## src/rtl/sfs_pkg.sv

```systemverilog
package sfs_pkg;
  localparam int BYTE_W     = 8;
  localparam int BIT_CNT_W  = $clog2(BYTE_W);
  localparam int SYNC_DEPTH = 2;

  localparam logic [BYTE_W-1:0] OP_WREN = 8'h06;
  localparam logic [BYTE_W-1:0] OP_RDSR = 8'h05;
  localparam logic [BYTE_W-1:0] OP_WRSR = 8'h01;

  localparam int ST_BUSY = 0;
  localparam int ST_WEL  = 1;
  localparam int BP_LSB  = 2;
  localparam int BP_W    = 3;

  typedef logic [BYTE_W-1:0] byte_t;
endpackage

```

## src/rtl/sfs_sync.sv

```systemverilog
module sfs_sync #(
  parameter int          WIDTH   = 1,
  parameter int          STAGES  = 2,
  parameter logic [WIDTH-1:0] RST_VAL = '0
) (
  input  logic             clk,
  input  logic             rst_n,
  input  logic [WIDTH-1:0] d_i,
  output logic [WIDTH-1:0] q_o
);
  for (genvar g = 0; g < STAGES; g++) begin : gen_stage
    logic [WIDTH-1:0] r;
    logic [WIDTH-1:0] r_in;
    if (g == 0) begin : gen_first
      assign r_in = d_i;
    end else begin : gen_next
      assign r_in = gen_stage[g-1].r;
    end
    always_ff @(posedge clk or negedge rst_n) begin
      if (!rst_n) r <= RST_VAL;
      else        r <= r_in;
    end
  end

  assign q_o = gen_stage[STAGES-1].r;
endmodule

```

## src/rtl/sfs_frame.sv

```systemverilog
module sfs_frame
  import sfs_pkg::*;
(
  input  logic            clk,
  input  logic            rst_n,
  input  logic            cs_n_s,
  input  logic            sck_s,
  input  logic            mosi_s,
  input  byte_t           status_i,
  output logic            wren_req_o,
  output logic            wrsr_req_o,
  output logic [BP_W-1:0] wrsr_bp_o,
  output logic            miso_o,
  output logic            miso_oe_o
);
  logic                 sck_q, cs_q;
  logic [BIT_CNT_W-1:0] bit_cnt, bit_cnt_n;
  logic [1:0]           byte_cnt, byte_cnt_n;
  logic [BYTE_W-2:0]    shreg, shreg_n;
  byte_t                opcode, opcode_n;
  logic [BP_W-1:0]      bp_q, bp_n;
  logic                 rd_act, rd_act_n;
  logic [BIT_CNT_W-1:0] tx_bit, tx_bit_n;
  logic                 miso_q, miso_n;
  logic                 oe_q, oe_n;
  logic                 sck_rise, sck_fall, cs_rise, boundary;
  byte_t                new_byte;

  assign sck_rise = sck_s & ~sck_q & ~cs_n_s;
  assign sck_fall = ~sck_s & sck_q & ~cs_n_s;
  assign cs_rise  = cs_n_s & ~cs_q;
  assign new_byte = {shreg, mosi_s};
  assign boundary = (bit_cnt == '0);

  always_comb begin
    bit_cnt_n  = bit_cnt;
    byte_cnt_n = byte_cnt;
    shreg_n    = shreg;
    opcode_n   = opcode;
    bp_n       = bp_q;
    rd_act_n   = rd_act;
    tx_bit_n   = tx_bit;
    miso_n     = miso_q;
    oe_n       = oe_q;
    if (cs_n_s) begin
      bit_cnt_n  = '0;
      byte_cnt_n = '0;
      rd_act_n   = 1'b0;
      tx_bit_n   = '0;
      oe_n       = 1'b0;
    end else begin
      if (sck_rise) begin
        shreg_n   = new_byte[BYTE_W-2:0];
        bit_cnt_n = bit_cnt + 1'b1;
        if (bit_cnt == BIT_CNT_W'(BYTE_W - 1)) begin
          if (byte_cnt == 2'd0) begin
            opcode_n = new_byte;
            rd_act_n = (new_byte == OP_RDSR);
          end else if (byte_cnt == 2'd1) begin
            bp_n = new_byte[BP_LSB +: BP_W];
          end
          byte_cnt_n = (byte_cnt == 2'd3) ? byte_cnt : byte_cnt + 2'd1;
        end
      end
      if (sck_fall && rd_act) begin
        miso_n   = status_i[3'(BYTE_W - 1) - tx_bit];
        tx_bit_n = tx_bit + 1'b1;
        oe_n     = 1'b1;
      end
    end
  end

  always_ff @(posedge clk or negedge rst_n) begin
    if (!rst_n) begin
      sck_q    <= 1'b0;
      cs_q     <= 1'b1;
      bit_cnt  <= '0;
      byte_cnt <= '0;
      shreg    <= '0;
      opcode   <= '0;
      bp_q     <= '0;
      rd_act   <= 1'b0;
      tx_bit   <= '0;
      miso_q   <= 1'b0;
      oe_q     <= 1'b0;
    end else begin
      sck_q    <= sck_s;
      cs_q     <= cs_n_s;
      bit_cnt  <= bit_cnt_n;
      byte_cnt <= byte_cnt_n;
      rd_act   <= rd_act_n;
      tx_bit   <= tx_bit_n;
      oe_q     <= oe_n;
      if (sck_rise) shreg  <= shreg_n;
      if (sck_rise) opcode <= opcode_n;
      if (sck_rise) bp_q   <= bp_n;
      if (sck_fall) miso_q <= miso_n;
    end
  end

  assign wren_req_o = cs_rise & boundary & (byte_cnt == 2'd1) & (opcode == OP_WREN);
  assign wrsr_req_o = cs_rise & boundary & (byte_cnt == 2'd2) & (opcode == OP_WRSR);
  assign wrsr_bp_o  = bp_q;
  assign miso_o     = miso_q;
  assign miso_oe_o  = oe_q;
endmodule

```

## src/rtl/sfs_status.sv

```systemverilog
module sfs_status
  import sfs_pkg::*;
#(
  parameter int WR_CYCLES = 50000
) (
  input  logic            clk,
  input  logic            rst_n,
  input  logic            wren_req_i,
  input  logic            wrsr_req_i,
  input  logic [BP_W-1:0] wrsr_bp_i,
  output byte_t           status_o,
  output logic            wel_o,
  output logic            busy_o,
  output logic [BP_W-1:0] bp_o
);
  localparam int CNT_W = $clog2(WR_CYCLES + 1);

  logic            wel, wel_n;
  logic            busy, busy_n;
  logic [BP_W-1:0] bp, bp_n;
  logic [CNT_W-1:0] cnt, cnt_n;

  always_comb begin
    wel_n  = wel;
    busy_n = busy;
    bp_n   = bp;
    cnt_n  = cnt;
    if (busy) begin
      if (cnt == CNT_W'(1)) begin
        busy_n = 1'b0;
        wel_n  = 1'b0;
        cnt_n  = '0;
      end else begin
        cnt_n = cnt - 1'b1;
      end
    end else if (wrsr_req_i && wel) begin
      bp_n   = wrsr_bp_i;
      busy_n = 1'b1;
      cnt_n  = CNT_W'(WR_CYCLES);
    end else if (wren_req_i) begin
      wel_n = 1'b1;
    end
  end

  always_ff @(posedge clk or negedge rst_n) begin
    if (!rst_n) begin
      wel  <= 1'b0;
      busy <= 1'b0;
      bp   <= '0;
      cnt  <= '0;
    end else begin
      wel  <= wel_n;
      busy <= busy_n;
      bp   <= bp_n;
      cnt  <= cnt_n;
    end
  end

  always_comb begin
    status_o                  = '0;
    status_o[ST_BUSY]         = busy;
    status_o[ST_WEL]          = wel;
    status_o[BP_LSB +: BP_W]  = bp;
  end

  assign wel_o  = wel;
  assign busy_o = busy;
  assign bp_o   = bp;
endmodule

```

## src/rtl/sflash_status_resp.sv

```systemverilog
module sflash_status_resp
  import sfs_pkg::*;
#(
  parameter int WR_CYCLES = 50000
) (
  input  logic       clk,
  input  logic       rst_n,
  input  logic       cs_n_i,
  input  logic       sck_i,
  input  logic       mosi_i,
  output logic       miso_o,
  output logic       miso_oe_o,
  output logic [2:0] bp_o
);
  logic            rst_sync_n;
  logic [2:0]      link_s;
  logic            wren_req, wrsr_req, wel, busy;
  logic [BP_W-1:0] wrsr_bp, bp;
  byte_t           status;

  sfs_sync #(.WIDTH(1), .STAGES(SYNC_DEPTH), .RST_VAL(1'b0)) u_rst_sync (
    .clk(clk), .rst_n(rst_n), .d_i(1'b1), .q_o(rst_sync_n)
  );

  sfs_sync #(.WIDTH(3), .STAGES(SYNC_DEPTH), .RST_VAL(3'b001)) u_link_sync (
    .clk(clk), .rst_n(rst_sync_n), .d_i({mosi_i, sck_i, cs_n_i}), .q_o(link_s)
  );

  sfs_frame u_frame (
    .clk(clk), .rst_n(rst_sync_n),
    .cs_n_s(link_s[0]), .sck_s(link_s[1]), .mosi_s(link_s[2]),
    .status_i(status),
    .wren_req_o(wren_req), .wrsr_req_o(wrsr_req), .wrsr_bp_o(wrsr_bp),
    .miso_o(miso_o), .miso_oe_o(miso_oe_o)
  );

  sfs_status #(.WR_CYCLES(WR_CYCLES)) u_status (
    .clk(clk), .rst_n(rst_sync_n),
    .wren_req_i(wren_req), .wrsr_req_i(wrsr_req), .wrsr_bp_i(wrsr_bp),
    .status_o(status), .wel_o(wel), .busy_o(busy), .bp_o(bp)
  );

  assign bp_o = bp;
endmodule

```

## config.mk

```make
export PLATFORM = sky130hd
export DESIGN_NAME = sflash_status_resp
export DESIGN_NICKNAME = d
export VERILOG_FILES = /design/src/rtl/sfs_pkg.sv /design/src/rtl/sfs_sync.sv /design/src/rtl/sfs_frame.sv /design/src/rtl/sfs_status.sv /design/src/rtl/sflash_status_resp.sv
export SDC_FILE = /design/constraint.sdc
export NUM_CORES = 1
export LEC_CHECK = 0
export BUFFER_PORTS_ARGS = -buffer_cell sky130_fd_sc_hd__buf_2
export CAP_MARGIN = 20
export CORE_ASPECT_RATIO = 0.75
export CORE_MARGIN = 4
export CORE_UTILIZATION = 59
export CTS_BUF_LIST = sky130_fd_sc_hd__clkbuf_4
export CTS_CLUSTER_DIAMETER = 100
export DETAILED_ROUTE_END_ITERATION = 7
export PLACE_DENSITY_LB_ADDON = 0.25
export SLEW_MARGIN = 15
export SYNTH_ARGS = -nofsm -noshare
export SYNTH_HDL_FRONTEND = slang
export SYNTH_SLANG_ARGS = --single-unit
```

## constraint.sdc

```tcl
create_clock -name clk -period 5.2 [get_ports clk]
set_input_delay 0.78 -clock clk [delete_from_list [all_inputs] [get_ports clk]]
set_output_delay 0.78 -clock clk [all_outputs]
set_load 0.02 [all_outputs]
```

# == Word-level counts from Yosys, hierarchy flattened ==
# Index checks and enable logic that the tools add are counted.
# word_totals
register_bits,60
input_bits,5
output_inout_bits,5
# op_classes
addsub,5
order_cmp,1
eq_ne,11
muxes,26
n_bitwise,16
reduce_logical,18
# op_table
op,n
16-bit 2-to-1 mux,3
"16-bit by 1-bit == test with 1-bit output, second input constant",1
"8-bit by 3-bit == test with 1-bit output, second input constant",2
"16-bit by 1-bit subtractor with 16-bit output, second input constant",1
1-bit 2-to-1 mux,14
3-bit 2-to-1 mux,4
3-bit AND reduction,4
2-bit nonzero test,6
1-bit bitwise AND,10
"8-bit by 1-bit == test with 1-bit output, second input constant",1
2-bit 2-to-1 mux,4
"3-bit by 1-bit adder with 3-bit output, second input constant",2
1-bit NOT,6
5-bit AND reduction,1
"2-bit == test, second input constant",2
"3-bit by 4-bit less-than comparator with 1-bit output, second input constant",1
"2-bit inequality test, second input constant",2
2-bit AND reduction,2
4-bit AND reduction,1
1-bit binary-select mux with 3-bit select,1
"3-bit == test, second input constant",1
3-bit logical NOT,1
"3-bit subtractor, first input constant",1
"2-bit by 1-bit adder with 2-bit output, second input constant",1
4 further kinds,5

# == Depth between registers and ports, before layout ==
# Gate-level depths: netlist of the first run.
# depth
word_depth,8
mapped_depth,7

# == By module ==
# Synthesis of the first run repeated with hierarchy kept, for this count alone.
# unflattened
hier_cells,258
area_unflattened_um2,2937.8
# by_module_without_submodules
mod,n_inst,cells_each,area_each_um2,seq_area_each_um2
sfs_frame,1,113,1465.2,777.0
sfs_status,1,136,1266.2,525.5
sfs_sync at u_link_sync,1,6,152.6,152.6
sfs_sync at u_rst_sync,1,2,50.0,50.0
sflash_status_resp,1,1,3.8,0.0

# == Worst setup path after synthesis of the first run ==
# OpenSTA, ideal clock, no wires.
# synth_path
kind,reg2reg
from,register u_status.cnt[5]
to,register u_status.cnt[15]
arrival_ps,1822
path_slack_ps,3309
stages_incl_launch_ff,5
n_path_buf,0
path_cell_list,dfrtp_1 -> or4_1 -> or4_1 -> or4_1 -> nand3_1
# synth_via
elab_chain_cells,3
elab_cells_between_ends,4
cone_classes,1 x add/sub; 1 x eq/ne; 2 x mux
# synth_lines
element,line_no,source
from (decl),sfs_status.sv:21,"logic [CNT_W-1:0] cnt, cnt_n;"
from (signal assigned),sfs_status.sv:55,cnt <= cnt_n;
16-bit by 1-bit subtractor with 16-bit output / 16-bit by 1-bit == test with 1-bit output (equally long branches),"sfs_status.sv:34, sfs_status.sv:29",
16-bit 2-to-1 mux *,sfs_status.sv:29,if (cnt == CNT_W'(1)) begin
16-bit 2-to-1 mux *,sfs_status.sv:28,if (busy) begin
# Mark *: on every way between the ends. The rest lies on a longest branch, timed or not.
# A chain may end at the register's enable or synchronous reset.

# == Final worst setup path of the first run ==
# layout_path
from,register u_status.cnt[10]
to,register u_status.cnt[8]
# layout_via
elab_chain_cells,3
# layout_lines
element,line_no
16-bit by 1-bit == test with 1-bit output,sfs_status.sv:29
16-bit 2-to-1 mux,sfs_status.sv:29
16-bit 2-to-1 mux,sfs_status.sv:28
# Every way passes these cells.

==> results.md, run 1 <==
- The run finished with clean final reports.
- The final setup violation count is 0.
- In the post-synthesis netlist, the biggest area contributors are sky130_fd_sc_hd__dfrtp_1, sky130_fd_sc_hd__mux2_2, sky130_fd_sc_hd__ha_1.
- The first routing iteration left 139 violations.
- The switching share of power is 22.9%.
- The routed design has 4.83 mm of wire.
- The leading cell type by number of instances after synthesis is sky130_fd_sc_hd__dfrtp_1.
- The number of clock sinks is 60.
- The number of input and output port buffers inserted is 9.
- The arrival time at the worst endpoint is 2.63 ns.
- The leakage dissipation is 1.48 nW.
- The share of cells above drive strength 1 is 21.0%.
- The number of buffers created by CTS is 9.
- The overall fraction of global-route tracks in use is 19.7%.
- The I/O pin count is 10.
- TritonCTS built the clock tree.
- The HPWL after detailed placement is 3.37 mm.
- sky130_fd_sc_hd__dfrtp_1 takes more of the synthesized area than any other cell.
- The class of the most critical setup path is flop to flop.
- Using the TritonRoute via totals, the vias-per-cell ratio works out to 6.03.
- The clock network is responsible for 35.2% of the overall power.
- The first global-routing pass estimated 8.51 mm of wire.
- For this design the ratio of total power to cell area is 296 nW/um^2.
- The cell count after synthesis is 235.
- Counting flops with an async set or reset pin after synthesis yields a share of 100%.
- The finished cells cover 2970 um^2.
- The final critical-path share of the clock period is 45.0%.
- The max-cap check violation count is 0.
- The number of setup buffers added after CTS is 0.
- The count of nets left with antenna violations once routing finished came out at 0.
- The maximum number of pins on one net before global-route repair is 44.
- The sequential share of power is 59.8%.
- The count of endpoints failing hold in the final timing report is 0.
- The total iterations of the first detailed-routing run is 4.
- In this run the mean area of a mapped cell was 11.7 um^2.
- The remaining global-route overflow is 0.
- The floorplan row count is 21.
- The final layout contains 263 nets.
- The part of the total power dissipated in combinational logic is 5.0%.
- Summing all placed instances gives a cell area of 2840 um^2.
- Synthesis inferred 60 register bits.
- Synthesis produced a netlist with a net count of 250.
- The peak supply drop is 0.276 mV.
- The data required time at the worst endpoint is 5.49 ns.
- The number of remaining DRC errors is 0.
- The root buffer cell is sky130_fd_sc_hd__clkbuf_4.
- STA classifies the critical path endpoint as a flop.
- The commonest register cell after synthesis is sky130_fd_sc_hd__dfrtp_1.
- The count of synthesis-stage warnings from yosys is 0.
- The number of vias in the routed layout is 1863.
- The commonest cells after synthesis are sky130_fd_sc_hd__dfrtp_1, sky130_fd_sc_hd__mux2_2, sky130_fd_sc_hd__nor2_1.
- The total negative slack is 0 ns.
- Counting I/O delays and the setup requirement, the final critical path takes 2.34 ns.
- The core area is 4470 um^2.
- At the pin with the least slew margin, the transition time is 0.714 ns.
- The antenna diode instance count is 0.
- The switching power summed over all nets is 0.000201 W.
- The die boundary height is 67.0 um.
- The cell area after synthesis is 2740 um^2.
- The startpoint identified for the worst register-to-register timing path is u_status.cnt[10].
- The max-slew violation count came to 0.
- The initial antenna violation count is 0.
- The internal cell power is 0.000678 W.
- The cts-stage hold buffer count is 0.
- The maximum fanout count along the critical path is 16.
- The average wire per standard cell is 15.6 um.
- The number of synthesized flops with an enable pin is 0.
- In this run the number of H-tree levels came out at 3.
- In this run the worst hold path is classified as primary input to asynchronous set/reset pin.
- The maximum root-to-sink buffer count is 2.
- After clock tree synthesis, the repair step resized 0 gates.
- For this configuration, the core starts out at a cell density of 61.3%.
- The die covers 5810 um^2.
- The latest clock arrival within the worst-skew pair is 0.39 ns.
- In this run the tightest slew margin relative to its limit is 52.4%.
- Setup repair after global routing left no endpoint under its margin.
- Derived from the worst setup path, the maximum achievable clock frequency is 0.428 GHz.
- The launch point of the worst path is u_status.cnt[10].
- The via count of the first global-routing pass is 1824.
- Clock-pin slew was measured on the worst setup and hold paths at 0.09 ns.
- Sequential elements use 54.9% of the synthesized area.
- Summed over its instances, the top area cell type makes up 52.1% of the synthesized netlist area.
- The area growth from synthesis to layout is 8.40%.
- After filler insertion, the fill cell instance count of the layout stands at 352.
- The congestion estimate from routability-driven global placement came to 0.873.
- After synthesis, the netlist uses 42 different library cells.
- The startpoint kind of the worst setup timing path is a flop.
- The floorplan step set the die width to 86.7 um.
- Across the routed clock network, the largest skew measured is 0.00921 ns.
==> cell type report <==
type                    instances  area (um^2)  share of cell area [%]
clock buffers                  12         90.1                    3.03
flip-flops and latches         60         1510                    50.7
well taps                      57         71.3                    2.40
clock inverters                 3         38.8                    1.31
inverters                      10         37.5                    1.26
multi-input cells             157         1170                    39.5
repair buffers                 10         52.6                    1.77
==> worst max-delay path: stages (launching register included) <==
cell and delay [ns]:
sky130_fd_sc_hd__dfrtp_1 0.44, sky130_fd_sc_hd__nor4_1 0.54, sky130_fd_sc_hd__nand4_1 0.64, sky130_fd_sc_hd__and3_1 0.36, sky130_fd_sc_hd__a211o_1 0.26
==> final timing paths <==
path	cells after the start	slack, ns	endpoint
max in group asynchronous	1	4.17	u_link_sync.q_o[0]
worst min register to register	0	0.16	u_status.cnt[7]
worst min-delay path	1	0.16	u_rst_sync.gen_stage[0].r
min in group clk	0	0.35	u_rst_sync.q_o
worst max-delay path	4	2.86	u_status.cnt[8]
worst max register to register	4	2.86	u_status.cnt[8]
==> routing by layer <==
layer / wire length [um] / global-route usage, %
met5: 0 / 0
met3: 241 / 6.92
met1: 2460 / 28.1
met4: 64 / 9.34
met2: 2070 / 26.5
==> flip-flops by register name (all words and copies together) (netlist names) <==
name	flops
u_status.cnt	16
u_frame.opcode	8
u_frame.shreg	7
u_frame.bit_cnt	3
u_frame.tx_bit	3
u_frame.wrsr_bp_o	3
u_link_sync.gen_stage.r	3
u_link_sync.q_o	3
u_status.bp_o	3
u_frame.byte_cnt	2
u_frame.cs_q	1
u_frame.miso_o	1
u_frame.miso_oe_o	1
u_frame.rd_act	1
u_frame.sck_q	1
u_rst_sync.gen_stage.r	1
u_rst_sync.q_o	1
u_status.busy_o	1
u_status.wel_o	1
==> through the flow <==
| step | instances | hold WS (ns) | worst slack, ns | util [%] | total power, W |
|---|---|---|---|---|---|
| global placement | 294 | 0.179 | 3.02 | 63.5 | 0.000577 |
| global route | 309 | 0.121 | 2.73 | 66.5 | 0.000924 |
| detailed placement | 294 | 0.179 | 2.98 | 63.5 | 0.000580 |
| finish | 309 | 0.161 | 2.86 | 66.5 | 0.000879 |
| floorplan | 235 | 0.331 | 3.31 | - | 0.000559 |
| CTS | 309 | 0.141 | 2.95 | 66.4 | 0.000888 |
==> cells by family after synthesis <==
logic type                 share of synthesized area, %
muxes                                              10.5
DFF                                                54.9
AOI/OAI and AO/OA                                  7.76
xor gates and xnor gates                           1.60
buffers and inverters                              2.47
adders and majority gates                          4.57
other                                             0.137
and+or+nand+nor                                    18.0
==> power by group through the flow <==
| stage | logic, W | registers, W | clock network, W |
|---|---|---|---|
| global placement | 0.0000433 | 0.000534 | 0 |
| global route | 0.0000504 | 0.000530 | 0.000344 |
| floorplan | 0.0000323 | 0.000527 | 0 |
| detailed placement | 0.0000450 | 0.000535 | 0 |
| finish | 0.0000438 | 0.000526 | 0.000309 |
| CTS | 0.0000452 | 0.000526 | 0.000317 |
==> layout by cell type (no fill, tap or decap), types with 8 or more instances in the layout <==
master	count
sky130_fd_sc_hd__clkbuf_4	12
sky130_fd_sc_hd__a31oi_1	8
sky130_fd_sc_hd__mux2_2	21
sky130_fd_sc_hd__ha_1	10
sky130_fd_sc_hd__dfrtp_1	56
sky130_fd_sc_hd__nand2_1	11
sky130_fd_sc_hd__buf_2	9
sky130_fd_sc_hd__nand3_1	10
sky130_fd_sc_hd__nor2_1	16
sky130_fd_sc_hd__o21ai_0	8
sky130_fd_sc_hd__inv_1	10
No activity file was read; power rests on OpenSTA's default activity.
==> inputs of run 2 (changes only) <==
--- a/config.mk
+++ b/config.mk
@@ -5,6 +5,7 @@
 export SDC_FILE = /design/constraint.sdc
 export NUM_CORES = 1
 export LEC_CHECK = 0
+export ABC_AREA = 1
 export BUFFER_PORTS_ARGS = -buffer_cell sky130_fd_sc_hd__buf_2
 export CAP_MARGIN = 20
 export CORE_ASPECT_RATIO = 0.75
==> constraint.sdc (replaced) <==
create_clock -name clk -period 2.3 [get_ports clk]
set_input_delay 0.345 -clock clk [delete_from_list [all_inputs] [get_ports clk]]
set_output_delay 0.345 -clock clk [all_outputs]
set_load 0.02 [all_outputs]
==> results.md, run 2 <==
- The antenna diode instance count is 0.
- The routed design has 5.22 mm of wire.
- The mapped netlist covers 2880 um^2.
- The leakage dissipation is 1.65 nW.
- The data required time at the worst endpoint is 2.56 ns.
- Sorting the synthesized cells by area gives the leading types as sky130_fd_sc_hd__dfrtp_1, sky130_fd_sc_hd__nand2_1, sky130_fd_sc_hd__inv_1.
- The switching power summed over all nets is 0.000456 W.
- For the pin with the worst max-slew slack, the measured transition is 0.535 ns.
- In this run the power density over the cells is 620 nW/um^2.
- After routing, the total negative slack on setup checks comes to 0 ns.
- After global routing the overflow that remains totals 0.
- The clock tree from TritonCTS is yes.
- In the final layout, the registers with the most flip-flops are u_status.cnt (16), u_frame.opcode (8), u_frame.shreg (7).
- The placed instances occupy a cell area of 2980 um^2.
- The number of buffers created by CTS is 9.
- After routing the design area is 3130 um^2.
- For this run, the detailed router's first-pass iteration total came to 6.
- The share of flip-flops with an asynchronous set or reset after synthesis is 100%.
- The half-perimeter wire length after detailed placement is 3.71 mm.
- Using the TritonRoute via totals, the vias-per-cell ratio works out to 5.13.
- The tool flagged a number of max-cap violations equal to 0.
- The number of remaining DRC errors is 0.
- The final route contains 2171 vias.
- In this run, synthesis produced a sequential element count of 60.
- The final worst hold slack is 0.0485 ns.
- The post-route netlist has 11.5% of its cells at a drive strength greater than 1.
- The register with the most flip-flops in the layout has 16 of them.
- The clock arrives with 0.0165 ns of skew.
- The number of synthesized flops with an enable pin is 0.
- The largest total area in the synthesized netlist belongs to sky130_fd_sc_hd__dfrtp_1.
- Entering global routing, the biggest net connects 50 pins.
- The post-synthesis average cell area is 8.40 um^2.
- Along the worst hold path, the cell count comes to 1.
- The wire length of the first global-routing pass is 9.30 mm.
- At the end of the flow, the number of nets in the layout was 376.
- The achievable clock frequency is 0.583 GHz.
- The part of the total power dissipated in combinational logic is 5.2%.
- The width of the die is 88.7 um.
- The initial antenna violation count is 0.
- The count of cells along the worst register-to-register path is 11.
- Synthesis handed over a netlist of 343 instances.
- The count of H-tree levels built during CTS is 3.
- The number of different library cells in the post-synthesis netlist is 28.
- In the layout the commonest cells are sky130_fd_sc_hd__nand2_1, sky130_fd_sc_hd__dfrtp_1, sky130_fd_sc_hd__inv_1.
- The number of input and output port buffers inserted is 9.
- The final period demand of the worst path is 1.71 ns.
- The maximum root-to-sink buffer count is 2.
- The via count of the first global-routing pass is 2034.
- The sequential area share after synthesis is 52.3%.
- Leaving out fill and tap cells, the most frequent cell in the layout is sky130_fd_sc_hd__nand2_1.
- In this run switching power makes up 23.5% of total power.
- The tree is rooted in a sky130_fd_sc_hd__clkbuf_4.
- The cts-stage hold buffer count is 1.
- In the final layout, the multi-input gates occupy 1150 um^2.
- The run finished with clean final reports.
- The startpoint kind of the worst setup timing path is a flop.
- The clock transition at the registers of the reported paths is 0.09 ns.
- The internal cell power is 0.00148 W.
- For flop-to-flop paths, the worst setup slack is 0.59 ns.
- The initial utilization of the core area, before any placement, comes to 62.6%.
- The most flop-heavy register is u_status.cnt.
- The class of the most critical setup path is flop to flop.
- The commonest cells after synthesis are sky130_fd_sc_hd__nand2_1, sky130_fd_sc_hd__dfrtp_1, sky130_fd_sc_hd__inv_1.
- The later pin in the worst-skew pair is clocked with a latency of 0.41 ns.
- The endpoint class of the critical path is a flop.
- Setup violations remaining at the end of the flow were counted as 0.
- The type of the worst min-delay path is primary input to flop.
- After synthesis, the largest area contributor takes up 49.5% of total cell area.
- The number of nets still failing antenna checks after routing is 0.
- The core area is 4600 um^2.
- The arrival time at the worst endpoint is 1.97 ns.
- After floorplanning, the core was divided into 21 placement rows.
- The leading cell type by number of instances after synthesis is sky130_fd_sc_hd__nand2_1.
- The DRC violation total after the first TritonRoute iteration is 171.
- Summing all flip-flop and latch instances after layout gives 1510 um^2.
- The number of resized instances in the post-cts repair step is 0.
- The number of nets in the synthesized netlist is 358.
- The headroom to the max-slew limit is 64.2%.
- In this run the worst path has a maximum fanout of 6.
- The commonest register cell after synthesis is sky130_fd_sc_hd__dfrtp_1.
- After detailed routing, the average wire length per cell comes to 12.3 um.
- OpenSTA, run right after detailed placement, puts the worst setup slack at 0.619 ns.
- The die boundary height is 68.5 um.
- Of the available clock period, the critical path in the final layout requires 74.5%.
- The clock network burns 36.9% of the power.
- Per report_power, the sequential group accounts for 57.9% of the total.
- The peak supply drop is 0.524 mV.
- The number of filler instances in the final layout is 365.
- For this run, the total global-route usage over all layers was measured as 20.3%.
- The max-slew violation count was 0.
- The number of setup buffers added after CTS is 0.
- Setup repair after global routing left no endpoint under its margin.
- In the post-route analysis, the smallest setup slack over all paths is 0.585 ns.
- The number of clock sinks is 60.
- The area of the die is 6080 um^2.
- During synthesis, Yosys emitted a total of 0 warnings.
- The area growth from synthesis to layout is 8.77%.
- At the end of routability-driven placement, the weighted congestion stood at 0.815.
- 10 I/O pins were placed.
- The count of endpoints failing hold in the final timing report was 0.
run 2: changes by cell type in the layout (fill, tap and decap cells not counted), moves of 4 or more:
cell / before / now
sky130_fd_sc_hd__nand2_1: 11 / 91
sky130_fd_sc_hd__inv_1: 10 / 49
sky130_fd_sc_hd__mux2_2: 21 / 0
sky130_fd_sc_hd__o21ai_0: 8 / 29
sky130_fd_sc_hd__nor2_1: 16 / 31
sky130_fd_sc_hd__nand3_1: 10 / 20
sky130_fd_sc_hd__o21ai_1: 0 / 10
sky130_fd_sc_hd__a31oi_1: 8 / 1
sky130_fd_sc_hd__nor4_1: 7 / 0
sky130_fd_sc_hd__nand2_2: 0 / 4
sky130_fd_sc_hd__nand3b_1: 4 / 0
sky130_fd_sc_hd__or4_1: 4 / 0
run 2: cell families (layout without fill, tap and decap cells):
group | Yosys count | in the layout | share of synthesized area (%)
other | 1 | 1 | 0.130
and+or+nand+nor | 161 | 161 | 24.5
xor gates and xnor gates | 6 | 6 | 1.82
adders and majority gates | 10 | 10 | 4.34
buffers and inverters | 55 | 78 | 7.78
DFF | 60 | 60 | 52.3
AOI/OAI and AO/OA | 50 | 50 | 9.12
run 2: final cells by class:
cell class              instances  share of cell area (%)
multi-input cells             228                    36.7
clock buffers                  12                    2.88
well taps                      57                    2.28
inverters                      50                    5.99
repair buffers                 12                    2.72
clock inverters                 4                    1.32
flip-flops and latches         60                    48.1
run 2: metal layers:
layer / global-route usage, % / up-vias / part of all wire, %
met5: 0 / - / 0
met4: 4.91 / 0 / 0.52
met3: 7.48 / 6 / 6.3
met2: 29.0 / 54 / 41
met1: 29.3 / 995 / 52
li1: - / 1116 / -
run 2: final timing paths:
path                                     from                            end
max in group asynchronous      u_rst_sync.q_o                   u_frame.cs_q
hold reg to reg                u_rst_sync.q_o               u_frame.shreg[5]
hold / removal                          sck_i  u_link_sync.gen_stage[0].r[1]
min in group asynchronous      u_rst_sync.q_o               u_frame.shreg[5]
setup reg to reg           u_frame.bit_cnt[0]                u_status.cnt[2]
setup / recovery           u_frame.bit_cnt[0]                u_status.cnt[2]
run 2: critical path: stages (launching register included):
cell and delay (ns):
sky130_fd_sc_hd__dfrtp_1 0.39, sky130_fd_sc_hd__inv_1 0.10, sky130_fd_sc_hd__ha_1 0.16, sky130_fd_sc_hd__nand2_1 0.05
sky130_fd_sc_hd__inv_1 0.05, sky130_fd_sc_hd__nand2_1 0.08, sky130_fd_sc_hd__nor2_4 0.12, sky130_fd_sc_hd__nand2_1 0.08
sky130_fd_sc_hd__nand2_1 0.21, sky130_fd_sc_hd__inv_1 0.16, sky130_fd_sc_hd__nand2_1 0.08, sky130_fd_sc_hd__o21ai_0 0.10
run 2: metrics by stage:
step	instances	utilization, %	power, W
floorplan	343	-	0.00121
global placement	405	64.8	0.00124
detailed placement	405	64.8	0.00124
CTS	422	67.9	0.00196
global route	423	68.1	0.00203
finish	423	68.1	0.00194
run 2: power by group through the flow:
stage / Sequential, W / Clock [W] / Combinational [W]
after floorplan: 0.00115 / 0 / 0.0000596
after global placement: 0.00114 / 0 / 0.0000963
after detailed placement: 0.00115 / 0 / 0.0000988
after CTS: 0.00113 / 0.000734 / 0.000101
after global routing: 0.00113 / 0.000779 / 0.000119
final: 0.00112 / 0.000716 / 0.000100
